<file path="src/rtl/qrs_pkg.sv">
package qrs_pkg;
    localparam int SAMPLE_W = 16;
    localparam logic signed [SAMPLE_W-1:0] S_MAX = {1'b0, {(SAMPLE_W-1){1'b1}}};
    localparam logic signed [SAMPLE_W-1:0] S_MIN = {1'b1, {(SAMPLE_W-1){1'b0}}};

    // clamp a wide signed value into the sample range
    function automatic logic signed [SAMPLE_W-1:0] clip(input logic signed [31:0] v);
        if (v > 32'(S_MAX))      return S_MAX;
        else if (v < 32'(S_MIN)) return S_MIN;
        else                     return v[SAMPLE_W-1:0];
    endfunction
endpackage

</file>
<file path="src/rtl/qrs_lowpass.sv">
module qrs_lowpass import qrs_pkg::*; #(
    parameter int ACC_W = SAMPLE_W + 8,
    parameter int SHIFT = 5,
    parameter int GAP   = 5
) (
    input  logic                       clk,
    input  logic                       rst_n,
    input  logic                       in_vld,
    input  logic signed [SAMPLE_W-1:0] in_x,
    output logic                       out_vld,
    output logic signed [SAMPLE_W-1:0] out_y
);
    localparam int DEPTH = 2 * GAP;

    typedef struct packed {
        logic [DEPTH-1:0][SAMPLE_W-1:0] hist;
        logic signed [ACC_W-1:0]        y1;
        logic signed [ACC_W-1:0]        y2;
        logic signed [SAMPLE_W-1:0]     y;
        logic                           vld;
    } lp_state_t;

    lp_state_t st_d, st_q;
    logic signed [ACC_W-1:0] y_new;

    always_comb begin
        st_d     = st_q;
        st_d.vld = in_vld;
        y_new    = '0;
        if (in_vld) begin
            y_new = (st_q.y1 <<< 1) - st_q.y2 + ACC_W'(in_x)
                  - (ACC_W'($signed(st_q.hist[GAP-1])) <<< 1)
                  + ACC_W'($signed(st_q.hist[DEPTH-1]));
            st_d.y2 = st_q.y1;
            st_d.y1 = y_new;
            st_d.y  = clip(32'(y_new >>> SHIFT));
            st_d.hist[0] = in_x;
            for (int i = 1; i < DEPTH; i++) st_d.hist[i] = st_q.hist[i-1];
        end
    end

    always_ff @(posedge clk) begin
        if (!rst_n) st_q <= '0;
        else        st_q <= st_d;
    end

    assign out_vld = st_q.vld;
    assign out_y   = st_q.y;
endmodule

</file>
<file path="src/rtl/qrs_highpass.sv">
module qrs_highpass import qrs_pkg::*; #(
    parameter int ACC_W = SAMPLE_W + 6,
    parameter int SHIFT = 5,
    parameter int LEN   = 26
) (
    input  logic                       clk,
    input  logic                       rst_n,
    input  logic                       in_vld,
    input  logic signed [SAMPLE_W-1:0] in_x,
    output logic                       out_vld,
    output logic signed [SAMPLE_W-1:0] out_z
);
    localparam int MID = LEN / 2;

    typedef struct packed {
        logic [LEN-1:0][SAMPLE_W-1:0] hist;
        logic signed [ACC_W-1:0]      sum;
        logic signed [SAMPLE_W-1:0]   z;
        logic                         vld;
    } hp_state_t;

    hp_state_t st_d, st_q;
    logic signed [ACC_W-1:0] sum_new;

    always_comb begin
        st_d     = st_q;
        st_d.vld = in_vld;
        sum_new  = '0;
        if (in_vld) begin
            sum_new  = st_q.sum + ACC_W'(in_x) - ACC_W'($signed(st_q.hist[LEN-1]));
            st_d.sum = sum_new;
            st_d.z   = clip(32'($signed(st_q.hist[MID-1])) - 32'(sum_new >>> SHIFT));
            st_d.hist[0] = in_x;
            for (int i = 1; i < LEN; i++) st_d.hist[i] = st_q.hist[i-1];
        end
    end

    always_ff @(posedge clk) begin
        if (!rst_n) st_q <= '0;
        else        st_q <= st_d;
    end

    assign out_vld = st_q.vld;
    assign out_z   = st_q.z;
endmodule

</file>
<file path="src/rtl/qrs_movavg.sv">
module qrs_movavg import qrs_pkg::*; #(
    parameter int LOG2_LEN = 4
) (
    input  logic                       clk,
    input  logic                       rst_n,
    input  logic                       in_vld,
    input  logic signed [SAMPLE_W-1:0] in_x,
    output logic                       out_vld,
    output logic signed [SAMPLE_W-1:0] out_m
);
    localparam int LEN   = 1 << LOG2_LEN;
    localparam int ACC_W = SAMPLE_W + LOG2_LEN + 1;

    typedef struct packed {
        logic [LEN-1:0][SAMPLE_W-1:0] hist;
        logic signed [ACC_W-1:0]      sum;
        logic signed [SAMPLE_W-1:0]   m;
        logic                         vld;
    } ma_state_t;

    ma_state_t st_d, st_q;
    logic signed [ACC_W-1:0] sum_new;

    always_comb begin
        st_d     = st_q;
        st_d.vld = in_vld;
        sum_new  = '0;
        if (in_vld) begin
            sum_new  = st_q.sum + ACC_W'(in_x) - ACC_W'($signed(st_q.hist[LEN-1]));
            st_d.sum = sum_new;
            st_d.m   = clip(32'(sum_new >>> LOG2_LEN));
            st_d.hist[0] = in_x;
            for (int i = 1; i < LEN; i++) st_d.hist[i] = st_q.hist[i-1];
        end
    end

    always_ff @(posedge clk) begin
        if (!rst_n) st_q <= '0;
        else        st_q <= st_d;
    end

    assign out_vld = st_q.vld;
    assign out_m   = st_q.m;
endmodule

</file>
<file path="src/rtl/qrs_enhance.sv">
module qrs_enhance import qrs_pkg::*; #(
    parameter int LP_ACC_W = SAMPLE_W + 8,
    parameter int LP_SHIFT = 5,
    parameter int LP_GAP   = 5,
    parameter int HP_ACC_W = SAMPLE_W + 6,
    parameter int HP_SHIFT = 5,
    parameter int HP_LEN   = 26,
    parameter int DER_LAG  = 2,
    parameter int AVG_LOG2 = 4,
    parameter int WARMUP   = HP_LEN + (1 << AVG_LOG2)
) (
    input  logic                       clk,
    input  logic                       rst_n,
    input  logic                       in_valid,
    input  logic signed [SAMPLE_W-1:0] in_sample,
    output logic                       out_valid,
    output logic signed [SAMPLE_W-1:0] out_sample,
    output logic signed [SAMPLE_W-1:0] tap_lp,
    output logic signed [SAMPLE_W-1:0] tap_hp,
    output logic signed [SAMPLE_W-1:0] tap_der,
    output logic signed [SAMPLE_W-1:0] tap_abs
);
    localparam int STAGES = 5;
    localparam int CNT_W  = $clog2(WARMUP + 1);

    typedef struct packed {
        logic [CNT_W-1:0]                 cnt;
        logic [STAGES-1:0]                ready;
        logic [DER_LAG-1:0][SAMPLE_W-1:0] prev;
        logic signed [SAMPLE_W-1:0]       der;
        logic                             der_vld;
        logic signed [SAMPLE_W-1:0]       mag;
        logic                             mag_vld;
    } top_state_t;

    top_state_t st_d, st_q;

    logic                       lp_vld, hp_vld, avg_vld;
    logic signed [SAMPLE_W-1:0] lp_y, hp_z, avg_m;

    qrs_lowpass #(.ACC_W(LP_ACC_W), .SHIFT(LP_SHIFT), .GAP(LP_GAP)) u_lp (
        .clk(clk), .rst_n(rst_n), .in_vld(in_valid), .in_x(in_sample),
        .out_vld(lp_vld), .out_y(lp_y)
    );

    qrs_highpass #(.ACC_W(HP_ACC_W), .SHIFT(HP_SHIFT), .LEN(HP_LEN)) u_hp (
        .clk(clk), .rst_n(rst_n), .in_vld(lp_vld), .in_x(lp_y),
        .out_vld(hp_vld), .out_z(hp_z)
    );

    always_comb begin
        st_d         = st_q;
        st_d.der_vld = hp_vld;
        st_d.mag_vld = st_q.der_vld;
        // warm-up qualification travels alongside the sample
        st_d.ready   = {st_q.ready[STAGES-2:0],
                        in_valid && (32'(st_q.cnt) >= WARMUP - 1)};
        if (in_valid && (32'(st_q.cnt) < WARMUP))
            st_d.cnt = st_q.cnt + 1'b1;
        if (hp_vld) begin
            st_d.der = clip(32'(hp_z) - 32'($signed(st_q.prev[DER_LAG-1])));
            st_d.prev[0] = hp_z;
            for (int i = 1; i < DER_LAG; i++) st_d.prev[i] = st_q.prev[i-1];
        end
        if (st_q.der_vld) begin
            if (st_q.der == S_MIN)   st_d.mag = S_MAX;
            else if (st_q.der < 0)   st_d.mag = -st_q.der;
            else                     st_d.mag = st_q.der;
        end
    end

    always_ff @(posedge clk) begin
        if (!rst_n) st_q <= '0;
        else        st_q <= st_d;
    end

    qrs_movavg #(.LOG2_LEN(AVG_LOG2)) u_avg (
        .clk(clk), .rst_n(rst_n), .in_vld(st_q.mag_vld), .in_x(st_q.mag),
        .out_vld(avg_vld), .out_m(avg_m)
    );

    assign out_valid  = avg_vld && st_q.ready[STAGES-1];
    assign out_sample = avg_m;
    assign tap_lp     = lp_y;
    assign tap_hp     = hp_z;
    assign tap_der    = st_q.der;
    assign tap_abs    = st_q.mag;
endmodule

</file>
<file path="config.mk">
export PLATFORM = sky130hd
export DESIGN_NAME = qrs_enhance
export DESIGN_NICKNAME = d
export VERILOG_FILES = /design/src/rtl/qrs_pkg.sv /design/src/rtl/qrs_lowpass.sv /design/src/rtl/qrs_highpass.sv /design/src/rtl/qrs_movavg.sv /design/src/rtl/qrs_enhance.sv
export SDC_FILE = /design/constraint.sdc
export NUM_CORES = 2
export LEC_CHECK = 0
export CAP_MARGIN = 20
export CORE_MARGIN = 2
export CORE_UTILIZATION = 55
export DETAILED_ROUTE_END_ITERATION = 6
export PLACE_DENSITY = 0.72
export SYNTH_ARGS = -nofsm -noshare
export SYNTH_HDL_FRONTEND = slang
export SYNTH_SLANG_ARGS = --single-unit
</file>
<file path="constraint.sdc">
create_clock -name clk -period 8.8 [get_ports clk]
set_input_delay 1.32 -clock clk [delete_from_list [all_inputs] [get_ports clk]]
set_output_delay 1.32 -clock clk [all_outputs]
set_load 0.05 [all_outputs]
</file>
==> reports/results.txt <==
The flow ran to the end, and the final reports show no timing, DRC or antenna violations. The worst path in the final design needs a cycle of 6.37 ns, including I/O delays and setup. Data arrives at the worst endpoint at 6.95 ns.

The logs give 46.3% for the post-synthesis sequential area ratio and 105 for the standard-cell row count. Cells with a size suffix above 1 make up 4.92% of the layout. The remaining global-route overflow is 0, and the detail-routed via count per cell is 5.18. During placement, the flow inserted port buffers numbering 99. The number of hold-slack violations in the final timing report was 0. For the total power of the final layout, the log shows 15800 uW.

The tool flagged a number of max-cap violations equal to 0. STA classifies the critical path startpoint as a primary input. The final layout contains 4758 nets. In this run the remaining antenna-violating nets after routing total 0. For the pin with the worst max-slew slack, the measured transition is 1.12 ns. The area share of the largest cell type after synthesis came out at 46.3%. For the number of antenna violations at the first check in global routing, the log shows 0. The number of antenna diodes in the final layout is 0. Dominant register cell in the synthesized netlist: sky130_fd_sc_hd__dfxtp_1. Measured against its own limit, the worst slew margin works out to 25.2%.

The tools report the data required time at the worst endpoint as 9.38 ns. Buffers inserted to repair hold after CTS numbered 0. In this run, synthesis produced a sequential element count of 1051. The area growth from synthesis to layout was 9.96%; the height of the die was 292 microns.

The path class of the tightest hold or removal check is flip-flop to flip-flop. The H-tree generated during clock tree synthesis spans 3 levels. The critical-path maximum fanout was 14; the total number of cells along the worst setup path was 20.

In this run the power density over the cells is 317 mW/mm^2. After detailed placement, the total cell area comes to 0.0465 sq mm. Number of violations reported at the end of detailed-routing iteration 0: 1543. TritonCTS built the clock tree. In this design, the largest share of critical-path delay is due to adder cells. Total of endpoints with negative setup slack in the final report: 0.

From left edge to right edge, the die measures 292 microns. The final critical path takes up 72.4% of the cycle. For the global-route wire length before repair, the log shows 139000 microns.

Gates resized during post-CTS repair numbered 0. The placer congestion estimate came out at 0.851. For this configuration, the core starts out at a cell density of 55.5%. For the largest net degree at the start of global routing, the log shows 248.

Counting every net in the synthesized netlist gives 4864. The maximum count of clock buffers along a single path is 3. The slowest stage of the critical path is the sky130_fd_sc_hd__nor2b_1 cell.

IR analysis of the VDD net gives a maximum drop of 0.246 mV. The worst setup path is captured at a flip-flop. The post-synthesis cell count came out at 4631. The logs give 1.85 ns for the worst slack after detailed placement and 53900 microns for the detailed-placement wirelength estimate. After clock tree synthesis, the setup repair step added 0 buffers. The number of fillers in the final layout came out at 6878. The mapped netlist covers 0.0455 sq mm. In the final timing run, aggregate negative setup slack is 0 ns. The number of I/O pins was 100; the instance count along the most critical hold path was 1. The worst path meets setup with 2.43 ns of slack.

Setup repair after global routing left no endpoint under its margin. Buffers inserted during clock tree synthesis total 105. The critical path is of the primary input to flip-flop type. The tools report the DRC violation count after routing as 0. The logs give 5 for the first-pass iteration count of the detailed router and 0 for the max-slew violation count. Timing would allow up to 157 MHz.

Walking the worst path, the cells encountered are clkdlybuf4s50_1 > inv_1 > fa_1 > inv_1 > fa_1 > inv_1 > fa_1 > inv_1 > ha_1 > nor2b_1 > o21a_1 > o21ai_1 > a211oi_2 > nor4_2 > o31ai_2 > a2111oi_2 > or3_1 > a32oi_1 > nor2b_1 > a221o_1. The largest area contributor in the synthesized netlist was sky130_fd_sc_hd__dfxtp_1. The most common cell in the synthesized netlist is sky130_fd_sc_hd__dfxtp_1. After clock tree synthesis, the clock-pin slew on the worst setup and hold paths is 0.06 ns. The run gives 2.68 ns as the flop-to-flop setup slack.

Clock tree synthesis selected as its root buffer the cell sky130_fd_sc_hd__clkbuf_16. The worst register-to-register path has a depth of 21. The fraction of registers with async set/reset works out to 0%. The number of vias in the routed layout was 29400; the reported leakage power was 0.0199 uW.

Counting flops with a built-in enable in the synthesized netlist gives 0. After detailed routing, the average wire length per cell comes to 14.5 microns. Sorting the synthesized cells by area gives the leading types as sky130_fd_sc_hd__dfxtp_1 46%, sky130_fd_sc_hd__mux2i_1 21%, sky130_fd_sc_hd__nor2_1 8.4%. The tools report the final routed wirelength across all metal layers as 82200 microns.

The run gives 76 as the count of cell types in the netlist. Clock net sink count: 1051. Most used cell along the critical path: sky130_fd_sc_hd__inv_1. Average size of a mapped cell: 9.82 sq um.

For this run, the slowest stage of the critical path takes 0.78 ns. Clock latency on the worst-skew pair, taken at its later pin, is 0.66 ns. Global routing used 19.3% of the available tracks across all layers. Clock skew on the completed layout was measured at 0.0251 ns.

Sorting the synthesized cells by how often they occur yields 1051 x sky130_fd_sc_hd__dfxtp_1, 1019 x sky130_fd_sc_hd__nor2_1, 944 x sky130_fd_sc_hd__mux2i_1. During synthesis, Yosys emitted a total of 0 warnings. After floorplanning, the core was sized to cover 0.0820 sq mm. The area enclosed by the die boundary came out at 0.0850 sq mm. Together, buffers and inverters on the worst path number 5. The finished cells cover 0.0500 sq mm.

The number of global-route vias before repair is 28100.
## flip-flops by register name, indices dropped and copies added, names as in the netlist
signal         cells
u_hp.st_q        438
u_lp.st_q        208
u_avg.out_vld      1
u_avg.out_m       16
u_hp.out_z        16
st_d               5
u_hp.out_vld       1
st_q              40
u_avg.st_q       277
u_lp.out_vld       1
tap_abs           16
tap_der           16
u_lp.out_y        16
## layout by cell type (no fill, tap or decap), types with 12 or more instances in the layout
master	instances
sky130_fd_sc_hd__mux2i_1	944
sky130_fd_sc_hd__a31oi_1	24
sky130_fd_sc_hd__ha_1	104
sky130_fd_sc_hd__clkdlybuf4s50_1	97
sky130_fd_sc_hd__xnor2_1	68
sky130_fd_sc_hd__and2_1	28
sky130_fd_sc_hd__a211oi_1	17
sky130_fd_sc_hd__xor2_1	39
sky130_fd_sc_hd__a221o_1	14
sky130_fd_sc_hd__a21o_1	25
sky130_fd_sc_hd__clkbuf_1	23
sky130_fd_sc_hd__clkbuf_8	18
sky130_fd_sc_hd__nor2b_1	21
sky130_fd_sc_hd__o21ai_1	13
sky130_fd_sc_hd__nor3_1	15
sky130_fd_sc_hd__fa_1	110
sky130_fd_sc_hd__nand3_1	15
sky130_fd_sc_hd__buf_4	17
sky130_fd_sc_hd__o21a_1	22
sky130_fd_sc_hd__o21ai_0	122
sky130_fd_sc_hd__nor2_1	1019
sky130_fd_sc_hd__o211ai_1	12
sky130_fd_sc_hd__dfxtp_1	1048
sky130_fd_sc_hd__inv_1	336
sky130_fd_sc_hd__nand2_1	48
sky130_fd_sc_hd__clkinv_2	19
sky130_fd_sc_hd__a21oi_1	112
sky130_fd_sc_hd__clkbuf_16	106
## final timing paths
check / start / endpoint
worst max register to register: u_lp.out_y[1] / u_hp.out_z[5]
worst min register to register: st_d[67] / st_d[68]
worst max-delay path: in_sample[3] / u_lp.out_y[2]
worst min-delay path: st_d[67] / st_d[68]
## worst reg2reg max path, delay by kind of cell, from the launching register on
family / cells / cell delay [ns]
XOR/XNOR: 1 / 0.13
AND/OR/NAND/NOR: 4 / 1.31
AO/OA/AOI/OAI: 11 / 2.73
adder cells (fa/ha/maj): 3 / 1.34
flip-flops: 1 / 0.39
buffers and inverters: 2 / 0.16
## area by class of cell
cell class                      count  area, sq um  share of cell area, %
Multi-Input combinational cell   2910        21600                   43.2
Sequential cell                  1051        21000                   42.1
Clock inverter                     45          552                   1.10
Inverter                          337         1270                   2.54
Tap cell                         1070         1340                   2.68
Clock buffer                      147         2990                   5.97
Timing Repair Buffer              120         1200                   2.40
## layer usage
| metal | vias to the layer above | part of all wire (%) | global-route usage, % |
|---|---|---|---|
| met5 | - | 0 | 0 |
| met4 | 0 | 2.3 | 5.78 |
| met3 | 121 | 3.6 | 2.90 |
| met2 | 405 | 45 | 30.3 |
| met1 | 13800 | 49 | 27.4 |
| li1 | 15100 | - | - |
## per-stage QoR
| step | utilization, % | instances | hold slack, ns |
|---|---|---|---|
| 2_1_floorplan | - | 4631 | 0.412 |
| 3_3_place_gp | 56.7 | 5488 | 0.418 |
| 3_5_place_dp | 56.7 | 5488 | 0.421 |
| 4_1_cts | 61.0 | 5680 | 0.423 |
| 5_1_grt | 61.0 | 5680 | 0.440 |
| 6_report | 61.0 | 5680 | 0.421 |
## cell families (layout without fill, tap and decap cells)
kind of cell | count (synthesis) | in the layout | share of synthesized area, %
AOI/OAI and AO/OA | 429 | 429 | 5.94
xor gates and xnor gates | 107 | 107 | 2.06
adders and majority gates | 223 | 223 | 7.90
buffers and inverters | 670 | 649 | 6.22
DFF | 1051 | 1051 | 46.3
muxes | 947 | 947 | 20.9
and+or+nand+nor | 1204 | 1204 | 10.8
## where the power goes
| part | leakage (uW) | internal [uW] | switching, uW | total [uW] |
|---|---|---|---|---|
| registers | 0.00849 | 4950 | 246 | 5200 |
| logic | 0.00969 | 2470 | 3670 | 6150 |
| clock network | 0.00173 | 2670 | 1830 | 4500 |
| total | 0.0199 | 10100 | 5750 | 15800 |
Note: power is estimated with default switching activity, not from simulation.
